## src/rtl/lock_pkg.sv

```systemverilog
// Package: shared constants and the key-event bundle for the keypad lock.
// Assumes: the code length and decoy count are fixed by the keypad layout.
package lock_pkg;
    localparam int unsigned CODE_LEN   = 4;
    localparam int unsigned DECOY_KEYS = 5;
    localparam int unsigned ALL_KEYS   = CODE_LEN + DECOY_KEYS + 1;

    // Conditioned one-cycle events, as seen by the progress chain.
    typedef struct packed {
        logic                  relock;
        logic                  decoy;
        logic [CODE_LEN-1:0]   code;
    } key_events_t;
endpackage

```

## src/rtl/key_sync.sv

```systemverilog
// key_sync: two-flop synchroniser for one asynchronous button level.
// Assumes: the input may change at any time relative to clk.
module key_sync (
    input  logic clk,
    input  logic rst_n,
    input  logic raw_in,
    output logic sync_out
);
    logic meta_q;
    logic sync_q;

    // Two-stage resynchronisation into the clk domain.
    always_ff @(posedge clk) begin
        if (!rst_n) begin
            meta_q <= 1'b0;
            sync_q <= 1'b0;
        end else begin
            meta_q <= raw_in;
            sync_q <= meta_q;
        end
    end

    assign sync_out = sync_q;
endmodule

```

## src/rtl/key_debounce.sv

```systemverilog
// key_debounce: accepts a new level only after it has differed from the
// accepted level for DB_CYCLES consecutive clocks, then emits a one-cycle
// pulse on each accepted low-to-high change.
// Assumes: input is already synchronous to clk.
module key_debounce #(
    parameter int unsigned DB_CYCLES = 50000
) (
    input  logic clk,
    input  logic rst_n,
    input  logic level_in,
    output logic press_pulse
);
    localparam int unsigned CW = (DB_CYCLES > 1) ? $clog2(DB_CYCLES) : 1;
    localparam logic [CW-1:0] LAST = CW'(DB_CYCLES - 1);

    logic [CW-1:0] run_cnt;
    logic          level_q;
    logic          level_d;

    // Count consecutive disagreeing cycles and accept the level at the limit.
    always_ff @(posedge clk) begin
        if (!rst_n) begin
            run_cnt <= '0;
            level_q <= 1'b0;
        end else if (level_in != level_q) begin
            if (run_cnt == LAST) begin
                level_q <= level_in;
                run_cnt <= '0;
            end else begin
                run_cnt <= run_cnt + 1'b1;
            end
        end else begin
            run_cnt <= '0;
        end
    end

    // Delayed copy of the accepted level for edge detection.
    always_ff @(posedge clk) begin
        if (!rst_n) level_d <= 1'b0;
        else        level_d <= level_q;
    end

    assign press_pulse = level_q & ~level_d;
endmodule

```

## src/rtl/lock_chain.sv

```systemverilog
// lock_chain: the progress stages. Stage k loads its predecessor (stage 0
// loads 1) on its own code event. Reaching the last stage clears the rest,
// and the last stage then ignores all code events until a relock event.
// Decoy and relock events win over code events in the same cycle.
// Assumes: every event input is a one-cycle pulse.
module lock_chain
    import lock_pkg::*;
#(
    parameter int unsigned STAGES = CODE_LEN
) (
    input  logic              clk,
    input  logic              rst_n,
    input  logic [STAGES-1:0] code_evt,
    input  logic              decoy_evt,
    input  logic              relock_evt,
    output logic [STAGES-1:0] stage_q
);
    localparam int unsigned TOP = STAGES - 1;

    logic [STAGES-1:0] loaded;
    logic [STAGES-1:0] stage_nxt;

    // Per-stage load: first stage takes 1, the others their predecessor.
    for (genvar k = 0; k < STAGES; k++) begin : g_stage
        if (k == 0) begin : g_first
            assign loaded[k] = code_evt[k] ? 1'b1 : stage_q[k];
        end else begin : g_next
            assign loaded[k] = code_evt[k] ? stage_q[k-1] : stage_q[k];
        end
    end

    // Unlocking clears all lower stages in the same step.
    always_comb begin
        stage_nxt = loaded;
        if (loaded[TOP]) stage_nxt[TOP-1:0] = '0;
    end

    // Stage register update with clear priority and unlocked freeze.
    always_ff @(posedge clk) begin
        if (!rst_n) begin
            stage_q <= '0;
        end else if (decoy_evt || relock_evt) begin
            stage_q[TOP-1:0] <= '0;
            if (relock_evt) stage_q[TOP] <= 1'b0;
        end else if (!stage_q[TOP]) begin
            stage_q <= stage_nxt;
        end
    end
endmodule

```

## src/rtl/keypad_lock.sv

```systemverilog
// keypad_lock: top level. Conditions all buttons (synchronise, debounce,
// edge-detect) and feeds the resulting events into the progress chain.
// Assumes: buttons are active-high raw levels; rst_n is synchronous.
module keypad_lock
    import lock_pkg::*;
#(
    parameter int unsigned DB_CYCLES = 50000,
    parameter int unsigned N_CODE    = CODE_LEN,
    parameter int unsigned N_DECOY   = DECOY_KEYS
) (
    input  logic               clk,
    input  logic               rst_n,
    input  logic [N_CODE-1:0]  code_key,
    input  logic [N_DECOY-1:0] wrong_key,
    input  logic               reset_key,
    output logic               unlocked,
    output logic [N_CODE-1:0]  progress
);
    localparam int unsigned N_KEYS = N_CODE + N_DECOY + 1;

    logic [N_KEYS-1:0]  raw_keys;
    logic [N_KEYS-1:0]  sync_keys;
    logic [N_KEYS-1:0]  key_pulse;
    logic [N_CODE-1:0]  code_pulse;
    logic               wrong_pulse;
    logic               reset_pulse;
    logic [N_CODE-1:0]  stages;

    assign raw_keys = {reset_key, wrong_key, code_key};

    // One conditioner per button.
    for (genvar i = 0; i < N_KEYS; i++) begin : g_key
        key_sync u_sync (
            .clk      (clk),
            .rst_n    (rst_n),
            .raw_in   (raw_keys[i]),
            .sync_out (sync_keys[i])
        );
        key_debounce #(.DB_CYCLES(DB_CYCLES)) u_db (
            .clk         (clk),
            .rst_n       (rst_n),
            .level_in    (sync_keys[i]),
            .press_pulse (key_pulse[i])
        );
    end

    assign code_pulse  = key_pulse[N_CODE-1:0];
    assign wrong_pulse = |key_pulse[N_CODE+N_DECOY-1:N_CODE];
    assign reset_pulse = key_pulse[N_KEYS-1];

    lock_chain #(.STAGES(N_CODE)) u_chain (
        .clk        (clk),
        .rst_n      (rst_n),
        .code_evt   (code_pulse),
        .decoy_evt  (wrong_pulse),
        .relock_evt (reset_pulse),
        .stage_q    (stages)
    );

    assign progress = stages;
    assign unlocked = stages[N_CODE-1];
endmodule

```

## config.mk

```make
export PLATFORM = sky130hd
export DESIGN_NAME = keypad_lock
export DESIGN_NICKNAME = d
export VERILOG_FILES = /design/src/rtl/lock_pkg.sv /design/src/rtl/key_sync.sv /design/src/rtl/key_debounce.sv /design/src/rtl/lock_chain.sv /design/src/rtl/keypad_lock.sv
export SDC_FILE = /design/constraint.sdc
export NUM_CORES = 1
export LEC_CHECK = 0
export CAP_MARGIN = 20
export CORE_MARGIN = 4
export CORE_UTILIZATION = 56
export CTS_CLUSTER_SIZE = 24
export DETAILED_ROUTE_END_ITERATION = 10
export GPL_TIMING_DRIVEN = 0
export PLACE_DENSITY_LB_ADDON = 0.2
export SYNTH_ARGS = -nofsm -noshare
export SYNTH_HDL_FRONTEND = slang
export SYNTH_SLANG_ARGS = --single-unit
```

## constraint.sdc

```tcl
create_clock -name clk -period 1.7 [get_ports clk]
set_clock_uncertainty 0.1 [all_clocks]
set_input_delay 0.17 -clock clk [delete_from_list [all_inputs] [get_ports clk]]
set_output_delay 0.17 -clock clk [all_outputs]
set_load 0.1 [all_outputs]
```

After elaboration in Yosys (flattened, before gate mapping)
Cells that the tools add are included.
Storage, ports and cells
  flip-flop bits (word level): 204
  input bits: 12
  output and inout port bits: 5
  logic and storage cells: 154
Cells by class
  $add $sub $neg: 10
  equal/unequal tests: 21
  multiplexer cells: 8
  bitwise logic cells: 32
  reductions and logical operators: 29
Operators by type and width (count)
  16-bit by 1-bit adder with 16-bit output (second input constant): 10
  16-bit == test (second input constant): 10
  3-bit OR reduction: 10
  2-bit AND reduction: 13
  1-bit inverter: 22
  1-bit AND: 10
  1-bit != test: 10
  4-bit two-way mux: 2
  2-bit nonzero test: 3
  1-bit two-way mux: 5
  5-bit OR reduction: 1
  3-bit two-way mux: 1
  2-bit by 1-bit != test with 1-bit output (second input constant): 1
  2-bit OR reduction: 1
  1-bit logical OR: 1

Depth between registers and ports, before layout
Gate-level depths: netlist of run 1.
  word-level depth: 6
  depth in mapped cells: 6
  mapped depth without buffers: 5

Modules after synthesis
From an unflattened synthesis of run 1, not the netlist that was laid out.
Second synthesis, totals
  cells, all modules: 936
  area total of the unflattened synthesis: 8705.8 sq um
By module, submodules not included
  key_debounce at g_key[0].u_db ...: instances 9, cells an instance 87, area an instance 798.3 sq um, sequential area each 360.3 sq um
  key_debounce at g_key[9].u_db: instances 1, cells an instance 89, area an instance 805.8 sq um, sequential area each 360.3 sq um
  key_sync: instances 10, cells an instance 4, area an instance 52.6 sq um, sequential area each 40.0 sq um
  lock_chain: instances 1, cells an instance 20, area an instance 170.2 sq um, sequential area each 80.1 sq um
  keypad_lock: instances 1, cells an instance 4, area an instance 20.0 sq um, sequential area each 0.0 sq um

Worst setup path before layout of run 1
No wires, ideal clock.
  kind: register to register
  start: reg g_key[9].u_db.run_cnt[5]
  end: reg g_key[9].u_db.run_cnt[13]
  setup time: 0.115 ns
  arrival time: 1.655 ns
  required time: 1.485 ns
  slack: -0.169 ns
  stages on the path, launching flop included: 6
  path buffers: 1
  clock period less this slack: 1.869 ns
  cell sequence: dfxtp_1 -> or4_1 -> or4_4 -> nand3_4 -> buf_8 -> nor2_1
Between the ends
  cells in the longest elaborated chain, start to end: 2
  elaborated cells between the ends (all ways): 3
  those cells by class: add/sub (1); eq/ne (1); reduce/logical (1)
RTL lines
  start, declared: RTL line key_debounce.sv:16  | logic [CW-1:0] run_cnt;
  start signal, assigned: RTL line key_debounce.sv:30  | run_cnt <= run_cnt + 1'b1;
  branches (longest 2 deep; another with 16-bit by 1-bit adder with 16-bit output)
Several ways; the timed one is not identified.
A chain may end at the register's enable or synchronous reset.

Final worst setup path of run 1
  start: reg g_key[9].u_db.run_cnt[11]
  end: reg g_key[9].u_db.run_cnt[11]
The elaborated chain is that of the path after synthesis.

==> results of run 1 <==
-- worst max-delay path: cells and delay by family, from the launching register on --
family,cells,cell delay [ns]
buffers and inverters,1,0.13
flip-flops,1,0.32
AND/OR/NAND/NOR,4,1.12
-- Yosys cell counts (2+ instances only) --
cell,number,share of area [%]
nand3b_1,2,0.18
or4_1,2,0.18
nor4b_1,6,0.62
xor2_1,35,3.6
dfxtp_1,204,48
nand3_1,59,3.5
and2_1,30,2.2
o21ai_0,4,0.24
buf_2,3,0.18
o31ai_1,4,0.35
and4b_1,2,0.24
and3_1,15,1.1
mux2i_1,9,1.1
xnor2_1,114,12
nand4b_1,2,0.21
nor2_1,175,7.7
nor4_1,46,3.4
or2_2,2,0.15
nand2_1,40,1.8
nor4bb_1,11,1.3
clkbuf_1,12,0.53
inv_1,45,2.0
a21oi_1,5,0.29
ha_1,10,1.5
nor3_1,42,2.5
nand4_1,44,3.2
nor2b_1,6,0.44
-- layout by cell type (no fill, tap or decap), types with 9 or more instances in the layout --
| master | instances |
|---|---|
| nor3_1 | 42 |
| nor4bb_1 | 9 |
| clkbuf_1 | 9 |
| nand4_1 | 44 |
| and3_1 | 13 |
| dfxtp_2 | 15 |
| nor4_1 | 40 |
| mux2i_1 | 9 |
| dfxtp_1 | 187 |
| clkbuf_16 | 23 |
| nand3_1 | 47 |
| inv_1 | 45 |
| xor2_1 | 35 |
| buf_4 | 25 |
| clkdlybuf4s50_1 | 11 |
| and2_1 | 30 |
| xnor2_1 | 114 |
| nand2_1 | 40 |
| nor2_1 | 170 |
-- power groups by stage --
stage                     logic, uW  clock network [uW]  registers [uW]
final                           159                5020            4820
after global routing            175                5320            4830
after CTS                       153                5130            4830
after detailed placement        134                   0            4930
after global placement          133                   0            4930
after floorplan                76.9                   0            4930
-- registers in the layout, summed over array words and instances (netlist names) --
name                   flops
g_key.u_db.level_d        10
u_chain.stage_q            4
g_key.u_db.level_q        10
g_key.u_db.run_cnt       160
g_key.u_sync.sync_out     10
g_key.u_sync.meta_q       10
-- layer usage --
metal | routed length (um) | vias to the layer above | track usage [%]
met3 | 398 | 28 | 2.94
met5 | 0 | - | 0
li1 | - | 3343 | -
met4 | 365 | 0 | 4.84
met1 | 7780 | 2958 | 24.3
met2 | 7310 | 68 | 29.6
-- area by class of cell --
class                   instances  share of cell area (%)
multi-input cells             675                    43.5
flip-flops and latches        204                    40.4
clock buffers                  32                    6.49
repair buffers                 39                    3.23
well taps                     184                    2.27
inverters                      45                    1.66
plain buffers                  17                    1.29
clock inverters                 8                    1.16
-- kinds of logic (layout without fill, tap and decap cells) --
| logic type | count (synthesis) | count (layout) | synth area share (%) |
|---|---|---|---|
| AOI/OAI and AO/OA | 17 | 17 | 1.27 |
| xor gates and xnor gates | 149 | 149 | 15.4 |
| adders and majority gates | 10 | 10 | 1.47 |
| buffers and inverters | 63 | 141 | 3.09 |
| DFF | 204 | 204 | 48.1 |
| muxes | 9 | 9 | 1.06 |
| and+or+nand+nor | 490 | 490 | 29.6 |
-- worst paths after layout --
| path | depth (start not counted) | slack, ns | end |
|---|---|---|---|
| worst max-delay path | 5 | -0.08 | g_key[9].u_db.run_cnt[11] |
| worst min-delay path | 2 | 0.15 | g_key[6].u_sync.meta_q |
| worst max register to register | 5 | -0.08 | g_key[9].u_db.run_cnt[11] |
| worst min register to register | 1 | 0.33 | g_key[2].u_db.run_cnt[0] |
-- stage by stage --
step / worst slack (ns) / power [uW]
after global placement: -0.409 / 5060
after global routing: -0.140 / 10300
after floorplan: -0.0390 / 5000
after detailed placement: -0.417 / 5070
final: -0.0830 / 10000
after CTS: -0.0963 / 10100
-- what timing repair did --
item	4_1_cts	5_1_grt
gates resized for setup	66	37
pin swaps	10	11
setup buffers	12	11
endpoints found under the setup margin	129	114
==> qor.log, run 1 <==
INFO  final_layout   layout-area-overhead-vs-synth=19.7%
INFO  timing         report.final.slew_viol_count=0
INFO  yosys          post_syn_nets=964
INFO  floorplanning  die-width=131um
INFO  floorplanning  start_util=57.8%
INFO  floorplanning  io-pin-count=17
INFO  floorplanning  core_area=14700um^2
INFO  worst_hold_path min_from=wrong_key[2]
INFO  worst_setup_path worstSetupStartpoint=g_key[9].u_db.run_cnt[11]
INFO  worst_setup_path worstSetupEndpointType=flip-flop
INFO  worst_setup_path crit_fanout=10
INFO  timing         fin_crit_sh=105%
INFO  timing         transition_at_the_pin_with_the_smallest_max_transition_slack=0.511ns
INFO  final_layout   num-nets-final=1026
INFO  yosys          ys_types=40
INFO  run_status     run_status=complete, but fails checks
INFO  worst_setup_path timing.rr.start=g_key[9].u_db.run_cnt[11]
INFO  timing         worst_slew_margin_rel=65.9%
INFO  power_and_ir_drop power.sequential.fraction=48.2%
INFO  clocking       cts_root_buf=clkbuf_16
INFO  clocking       worst_setup_hold_path_clk_slew=0.06ns
INFO  yosys          synth_area_per_cell=9.01um^2
INFO  detailed_routing drtAntennaViolNets=0
INFO  run            drv.max_cap_violation_count=0
INFO  global_route   grt_max_degree=14
INFO  yosys          ys_seq_area_share=48.1%
INFO  final_layout   insertedDiodeCount=0
INFO  placement      gpl.final_weighted_congestion=0.825
INFO  yosys          synth_enable_flop_cells=0
INFO  final_layout   layout.cell_area.non_filler=10200um^2
INFO  yosys          synth.ff_latch_count=204
INFO  clocking       cts_tree=built
INFO  timing         fin_setup_tns=-1.16ns
INFO  worst_setup_path worstPathRequired=1.99ns
INFO  final_layout   layout.area.seq=4110um^2
INFO  yosys          yosys_warnings=0
INFO  timing         finalHoldViolations=0
INFO  final_layout   utilization=69.1%
INFO  placement      dp_hpwl=9.95mm
INFO  power_and_ir_drop clockPowerShare=50.2%
INFO  detailed_routing route.detailed.vias_per_inst=5.31
INFO  yosys          ys_async_sr_fraction=0%
INFO  worst_setup_path crit_path_cell_trace=or4_1, or4_4, nand3_4, buf_8, nor2_1
INFO  yosys          synthCells=942
INFO  final_layout   fillerInstances=1158
INFO  clocking       worst_skew_pair.late_latency=0.49ns
INFO  global_route   grt_antenna_before_repair=0
INFO  worst_setup_path timing.critical_path.slowest_cell_delay=0.50ns
INFO  worst_setup_path critical_path.startpoint_type=flip-flop
INFO  clocking       cts-root-to-sink-buffers=3
INFO  placement      postPlaceCellArea=8910um^2
INFO  placement      post-place-cells=1142
INFO  detailed_routing routed_wire_length_per_instance=13.2um
INFO  timing         worst_path_setup_slack_after_routing=-0.0830ns
INFO  timing         period_needed=1.78ns
INFO  placement      port_buffers=16
INFO  floorplanning  floorplan.die.height=131um
INFO  detailed_routing drcViolationCount=0
INFO  final_layout   final-instance-count-excl-fill=1204
INFO  global_route   first_global_vias=5903
INFO  detailed_routing drt-total-wl=15.9mm
INFO  detailed_routing firstDrtPassIters=4
INFO  worst_setup_path worst_ep_arrival=2.07ns
INFO  global_route   grt_remaining_overflow=0
INFO  yosys          synth_flop_cell=dfxtp_1
INFO  final_layout   final_layout_size_suffix_gt1_share=13.0%
INFO  power_and_ir_drop reported_leakage_power=0.00321uW
INFO  timing         grt_setup_unrepaired=true
INFO  worst_hold_path holdCritPathClass=input pin to flip-flop
INFO  run_status     failing_checks=negative setup slack
INFO  power_and_ir_drop power.density_cell_area=984nW/um^2
INFO  yosys          netlist_area=8490um^2
INFO  timing         worst_hold_slack=0.155ns
INFO  power_and_ir_drop switchingPower=1980uW
INFO  floorplanning  site_rows=44
INFO  floorplanning  die-area=17200um^2
INFO  timing         setup-violations-final=16
INFO  detailed_routing route.vias.total=6397
INFO  power_and_ir_drop peak_ir_drop_on_the_vdd_network=0.000739V
INFO  worst_setup_path path_class=flip-flop to flip-flop
INFO  timing         maxClockFrequency=561MHz
INFO  power_and_ir_drop power_frac_comb=1.6%
INFO  global_route   first_pass_grt_wire_length=27.0mm
INFO  global_route   globalRouteTotalUtil=17.8%
INFO  detailed_routing iteration_0_drc_markers=331
INFO  clocking       htree_levels=1
INFO  clocking       cts-hold-fix-buffers=0
INFO  final_layout   multiInputGateArea=4420um^2
INFO  clocking       tritoncts.num_buffers=22
INFO  power_and_ir_drop p_int=8030uW
INFO  power_and_ir_drop p_sw_share=19.8%
INFO  worst_setup_path crit_slowest_cell=or4_1
INFO  clocking       cts.sink_count=204
Note: power is estimated with default switching activity, not from simulation.
==> inputs of run 2 (changes only) <==
--- a/config.mk
+++ b/config.mk
@@ -5,13 +5,13 @@
 export SDC_FILE = /design/constraint.sdc
 export NUM_CORES = 1
 export LEC_CHECK = 0
-export CAP_MARGIN = 20
+export CAP_MARGIN = 15
 export CORE_MARGIN = 4
-export CORE_UTILIZATION = 56
+export CORE_UTILIZATION = 30
 export CTS_CLUSTER_SIZE = 24
 export DETAILED_ROUTE_END_ITERATION = 10
 export GPL_TIMING_DRIVEN = 0
-export PLACE_DENSITY_LB_ADDON = 0.2
+export PLACE_DENSITY = 0.48
 export SYNTH_ARGS = -nofsm -noshare
 export SYNTH_HDL_FRONTEND = slang
 export SYNTH_SLANG_ARGS = --single-unit
==> run 2 against run 1 <==
  * The run still ends with negative setup slack left
  * Sequential share of layout area fell by 1.4 points
  * Largest power group unchanged
  * Power rose by 0.83%
  * Final cell count up 17%
  * Global-route usage shrank 7.0 points
  * Setup slack got worse by 0.0080 ns
  * Combinational power is essentially flat
  * Routed wire length is 5.7% higher
  * Register-to-register slack about the same
==> qor.log, run 2 (synthesized netlist as in run 1, its figures left out) <==
INFO  run_status     run_status=complete, but fails checks
INFO  run_status     failing_checks=negative setup slack
INFO  final_layout   layout-area-overhead-vs-synth=24.0%
INFO  floorplanning  start_util=30.5%
INFO  final_layout   most-common-layout-cells=dfxtp_1, nor2_1, xnor2_1
INFO  clocking       worst_setup_hold_path_clk_slew=0.05ns
INFO  worst_setup_path crit_path_cell_trace=or4_1, or4_4, nand3_4, buf_8, nor2_1
INFO  global_route   grt_remaining_overflow=0
INFO  clocking       cts.sink_count=204
INFO  detailed_routing routed_wire_length_per_instance=11.9um
INFO  power_and_ir_drop reported_leakage_power=0.00326uW
INFO  placement      port_buffers=16
INFO  global_route   first_global_vias=6163
INFO  final_layout   num-nets-final=1032
INFO  detailed_routing firstDrtPassIters=4
INFO  global_route   globalRouteTotalUtil=10.9%
INFO  detailed_routing iteration_0_drc_markers=302
INFO  worst_setup_path crit_slowest_cell=or4_1
INFO  timing         worst_slew_margin_rel=65.5%
INFO  timing         setup-violations-final=16
INFO  floorplanning  die-width=176um
INFO  clocking       cts_tree=built
INFO  floorplanning  die-area=31100um^2
INFO  global_route   first_pass_grt_wire_length=29.3mm
INFO  worst_setup_path worstSetupEndpointType=flip-flop
INFO  floorplanning  site_rows=61
INFO  final_layout   final_layout_size_suffix_gt1_share=14.5%
INFO  worst_setup_path critical_path.startpoint_type=flip-flop
INFO  floorplanning  core_area=27900um^2
INFO  final_layout   insertedDiodeCount=0
INFO  global_route   grt_antenna_before_repair=0
INFO  detailed_routing route.vias.total=6383
INFO  timing         worst_hold_slack=0.139ns
INFO  floorplanning  floorplan.die.height=176um
INFO  placement      postPlaceCellArea=9150um^2
INFO  clocking       tritoncts.num_buffers=24
INFO  power_and_ir_drop peak_ir_drop_on_the_vdd_network=0.000465V
INFO  worst_hold_path holdCritPathClass=input pin to flip-flop
INFO  placement      post-place-cells=1336
INFO  power_and_ir_drop power.density_cell_area=958nW/um^2
INFO  detailed_routing drtAntennaViolNets=0
INFO  placement      gpl.final_weighted_congestion=0.748
INFO  floorplanning  io-pin-count=17
INFO  final_layout   layout.cell_area.non_filler=10500um^2
INFO  timing         worst_path_setup_slack_after_routing=-0.0910ns
INFO  final_layout   multiInputGateArea=4490um^2
INFO  timing         fin_crit_sh=105%
INFO  timing         grt_setup_unrepaired=true
INFO  clocking       cts_root_buf=clkbuf_16
INFO  worst_setup_path critical-path-top-delay-family=simple AND/OR/NAND/NOR gates
INFO  worst_setup_path worst_ep_arrival=2.07ns
INFO  timing         maxClockFrequency=558MHz
INFO  timing         finalHoldViolations=0
INFO  worst_setup_path worstPathRequired=1.98ns
INFO  final_layout   top_register=g_key.u_db.run_cnt
INFO  detailed_routing drcViolationCount=0
INFO  final_layout   layout.area.seq=4110um^2
INFO  worst_setup_path critPathBufInv=1
INFO  timing         period_needed=1.79ns
INFO  clocking       cts-root-to-sink-buffers=3
INFO  final_layout   final-instance-count-excl-fill=1406
INFO  worst_setup_path path_class=flip-flop to flip-flop
INFO  run            drv.max_cap_violation_count=0
INFO  placement      dp_hpwl=10.8mm
INFO  final_layout   mostFrequentLayoutCell=dfxtp_1
INFO  worst_setup_path timing.critical_path.slowest_cell_delay=0.50ns
INFO  final_layout   fillerInstances=2828
INFO  detailed_routing drt-total-wl=16.8mm
INFO  final_layout   max_ffs_per_register=160
INFO  timing         transition_at_the_pin_with_the_smallest_max_transition_slack=0.513ns
INFO  global_route   grt_max_degree=13
INFO  timing         report.final.slew_viol_count=0
INFO  worst_setup_path crit_fanout=10
INFO  clocking       htree_levels=1
INFO  detailed_routing route.detailed.vias_per_inst=4.54
INFO  clocking       worst_skew_pair.late_latency=0.51ns
-- run 2: area by class of cell --
class,instances,area share (%)
buffer,18,1.33
clock buffer,39,7.20
clock inverter,5,0.475
inverter,45,1.60
multi-input combinational,675,42.6
sequential,204,39.1
tap,378,4.49
timing repair buffer,42,3.22
-- run 2: through the flow --
stage	power, uW	setup TNS [ns]	setup WS (ns)	util [%]
finish	10100	-1.07	-0.0910	37.8
global route	10500	-2.30	-0.165	37.8
CTS	10300	-1.39	-0.111	36.7
detailed placement	5070	-46.78	-0.502	32.8
global placement	5070	-48.93	-0.546	32.8
floorplan	5000	-0.350	-0.0390	-
-- run 2: power by group --
| group | internal (uW) | switching (uW) | total, uW |
|---|---|---|---|
| registers | 4810 | 17.9 | 4830 |
| logic | 75.9 | 84.2 | 160 |
| clock network | 3180 | 1920 | 5100 |
-- run 2: routing by layer --
| layer | GRT usage (%) | part of all wire, % | vias to the layer above |
|---|---|---|---|
| met5 | 0 | 0 | - |
| met4 | 2.89 | 1.8 | 0 |
| met2 | 17.4 | 45 | 52 |
| li1 | - | - | 3344 |
| met3 | 2.12 | 3.5 | 22 |
| met1 | 15.0 | 50 | 2965 |
-- run 2: final timing paths --
path                                                start                       end  slack (ns)  cells past startpoint
worst max-delay path            g_key[9].u_db.run_cnt[11]  g_key[9].u_db.run_cnt[9]       -0.09                      5
worst min-delay path                          code_key[2]    g_key[2].u_sync.meta_q        0.14                      2
worst max register to register  g_key[9].u_db.run_cnt[11]  g_key[9].u_db.run_cnt[9]       -0.09                      5
worst min register to register     g_key[2].u_sync.meta_q  g_key[2].u_sync.sync_out        0.33                      1
-- run 2: timing repair --
item,in CTS,in global routing
endpoints found under the hold margin,0,0
setup endpoints to repair,137,129
buffers inserted,13,13
hold buffers,0,0
resized for setup,71,48
pin swaps,10,12
==> inputs of run 3 (changes only) <==
--- a/config.mk
+++ b/config.mk
@@ -6,12 +6,14 @@
 export NUM_CORES = 1
 export LEC_CHECK = 0
 export CAP_MARGIN = 15
+export CELL_PAD_IN_SITES_DETAIL_PLACEMENT = 1
+export CELL_PAD_IN_SITES_GLOBAL_PLACEMENT = 1
 export CORE_MARGIN = 4
 export CORE_UTILIZATION = 30
 export CTS_CLUSTER_SIZE = 24
 export DETAILED_ROUTE_END_ITERATION = 10
 export GPL_TIMING_DRIVEN = 0
-export PLACE_DENSITY = 0.48
+export PLACE_DENSITY = 0.58
 export SYNTH_ARGS = -nofsm -noshare
 export SYNTH_HDL_FRONTEND = slang
 export SYNTH_SLANG_ARGS = --single-unit
==> run 3 against run 2 <==
  * The flow still finishes with violations (negative setup slack)
  * Setup slack lost 0.0067 ns
  * Via count grew 3.9%
  * Power shrank 1.4%
  * Maximum frequency shrank 0.37%
  * Global-route usage grew 1.5 points
  * Utilization is essentially flat
  * Non-clock buffer count grew 4
  * Sequential power is essentially flat
  * Critical path depth is the same
  * Flip-flop and latch count is the same
  * Critical endpoint is now g_key[9].u_db.run_cnt[11]
==> qor.log, run 3 (synthesized netlist as in run 1, its figures left out) <==
INFO  run_status     run_status=complete, but fails checks
INFO  run_status     failing_checks=negative setup slack
INFO  timing         finalHoldViolations=0
INFO  floorplanning  die-width=176um
INFO  final_layout   top_register=g_key.u_db.run_cnt
INFO  final_layout   utilization=37.8%
INFO  power_and_ir_drop reported_leakage_power=0.00323uW
INFO  power_and_ir_drop p_sw_share=21.0%
INFO  worst_setup_path timing.reg2reg.setup_slack=-0.1ns
INFO  clocking       worst_setup_hold_path_clk_slew=0.06ns
INFO  floorplanning  site_rows=61
INFO  global_route   first_pass_grt_wire_length=33.1mm
INFO  run            drv.max_cap_violation_count=0
INFO  clocking       cts_root_buf=clkbuf_16
INFO  floorplanning  start_util=30.5%
INFO  power_and_ir_drop fin_total_pwr=9940uW
INFO  worst_setup_path worstPathRequired=1.99ns
INFO  worst_setup_path path_class=flip-flop to flip-flop
INFO  clocking       worst_skew_pair.late_latency=0.51ns
INFO  timing         worst_path_setup_slack_after_routing=-0.0977ns
INFO  clocking       cts_tree=built
INFO  power_and_ir_drop peak_ir_drop_on_the_vdd_network=0.000603V
INFO  final_layout   mostFrequentLayoutCell=dfxtp_1
INFO  floorplanning  core_area=27900um^2
INFO  final_layout   most-common-layout-cells=dfxtp_1, nor2_1, xnor2_1
INFO  detailed_routing firstDrtPassIters=6
INFO  placement      postPlaceCellArea=9150um^2
INFO  timing         report.final.slew_viol_count=0
INFO  clocking       cts.sink_count=204
INFO  final_layout   insertedDiodeCount=0
INFO  worst_setup_path critical_path.startpoint_type=flip-flop
INFO  clocking       tritoncts.num_buffers=24
INFO  final_layout   layout-area-overhead-vs-synth=24.1%
INFO  detailed_routing iteration_0_drc_markers=190
INFO  placement      dp_hpwl=12.8mm
INFO  floorplanning  die-area=31100um^2
INFO  floorplanning  io-pin-count=17
INFO  global_route   grt_remaining_overflow=0
INFO  power_and_ir_drop power_frac_comb=1.7%
INFO  timing         fin_crit_sh=106%
INFO  detailed_routing route.vias.total=6631
INFO  worst_setup_path worst_ep_arrival=2.09ns
INFO  detailed_routing drtAntennaViolNets=0
INFO  worst_setup_path crit_fanout=10
INFO  power_and_ir_drop p_int=7860uW
INFO  timing         maxClockFrequency=556MHz
INFO  worst_setup_path worstSetupEndpointType=flip-flop
INFO  final_layout   final_layout_size_suffix_gt1_share=15.4%
INFO  final_layout   num-nets-final=1036
INFO  timing         setup-violations-final=16
INFO  detailed_routing drcViolationCount=0
INFO  power_and_ir_drop power.density_cell_area=944nW/um^2
INFO  power_and_ir_drop clockPowerShare=49.8%
INFO  global_route   globalRouteTotalUtil=12.4%
INFO  detailed_routing drt-total-wl=19.4mm
INFO  final_layout   layout.cell_area.non_filler=10500um^2
INFO  worst_hold_path holdCritPathClass=input pin to flip-flop
INFO  final_layout   fillerInstances=3189
INFO  clocking       htree_levels=1
INFO  placement      port_buffers=16
INFO  floorplanning  floorplan.die.height=176um
INFO  timing         transition_at_the_pin_with_the_smallest_max_transition_slack=0.518ns
INFO  placement      gpl.final_weighted_congestion=0.730
INFO  power_and_ir_drop power.sequential.fraction=48.6%
INFO  timing         period_needed=1.80ns
INFO  timing         worst_slew_margin_rel=65.5%
INFO  detailed_routing route.detailed.vias_per_inst=4.71
INFO  clocking       cts-root-to-sink-buffers=3
INFO  power_and_ir_drop switchingPower=2090uW
INFO  timing         grt_setup_unrepaired=true
INFO  final_layout   max_ffs_per_register=160
INFO  clocking       cts-hold-fix-buffers=0
INFO  global_route   grt_antenna_before_repair=0
INFO  global_route   grt_max_degree=13
INFO  detailed_routing routed_wire_length_per_instance=13.8um
INFO  global_route   first_global_vias=6692
==> run 3: final timing paths <==
check	start	to	cells past startpoint
worst min register to register	g_key[3].u_sync.meta_q	g_key[3].u_sync.sync_out	1
worst max register to register	g_key[9].u_db.run_cnt[11]	g_key[9].u_db.run_cnt[11]	5
worst min-delay path	code_key[1]	g_key[1].u_sync.meta_q	2
worst max-delay path	g_key[9].u_db.run_cnt[11]	g_key[9].u_db.run_cnt[11]	5
==> run 3: area by class of cell <==
type / count / area [um^2] / share of cell area (%)
buffer: 17 / 139 / 1.32
clock buffer: 36 / 697 / 6.62
clock inverter: 7 / 62.6 / 0.594
inverter: 45 / 169 / 1.60
multi-input combinational: 675 / 4510 / 42.8
sequential: 204 / 4110 / 39.0
tap: 378 / 473 / 4.49
timing repair buffer: 47 / 373 / 3.54
==> run 3: per-stage QoR <==
| stage | instances | hold slack, ns | setup TNS (ns) | setup slack [ns] |
|---|---|---|---|---|
| floorplan | 942 | 0.197 | -0.350 | -0.0390 |
| global placement | 1336 | 0.314 | -55.04 | -0.554 |
| detailed placement | 1336 | 0.320 | -56.73 | -0.546 |
| CTS | 1396 | 0.121 | -1.43 | -0.110 |
| global route | 1409 | 0.142 | -2.37 | -0.162 |
| finish | 1409 | 0.141 | -1.28 | -0.0977 |
==> run 3: what timing repair did <==
item                       CTS  global route
setup buffers               17            14
gates resized for setup     73            51
pin swaps                    9            15
setup endpoints to repair  141           140
==> run 3: critical path, cell delays in order, from the launching register on <==
cell     delay, ns
dfxtp_2       0.32
or4_1         0.51
or4_4         0.47
nand3_4       0.11
buf_8         0.14
nor2_1        0.05
==> run 3: per-layer routing <==
metal  GRT usage (%)  routed length (um)  part of all wire (%)  up-vias
met3            1.97                 444                   2.3       34
li1                -                   -                     -     3359
met2            20.5                9000                    46       53
met5               0                   0                     0        -
met4            3.05                 441                   2.3        0
met1            17.0                9520                    49     3185
==> run 3: power by group through the flow <==
stage               clock network (uW)  registers [uW]  logic [uW]
floorplan                            0            4930        76.9
detailed placement                   0            4930         146
CTS                               5130            4830         167
finish                            4950            4830         165
global placement                     0            4930         146
global route                      5320            4830         186
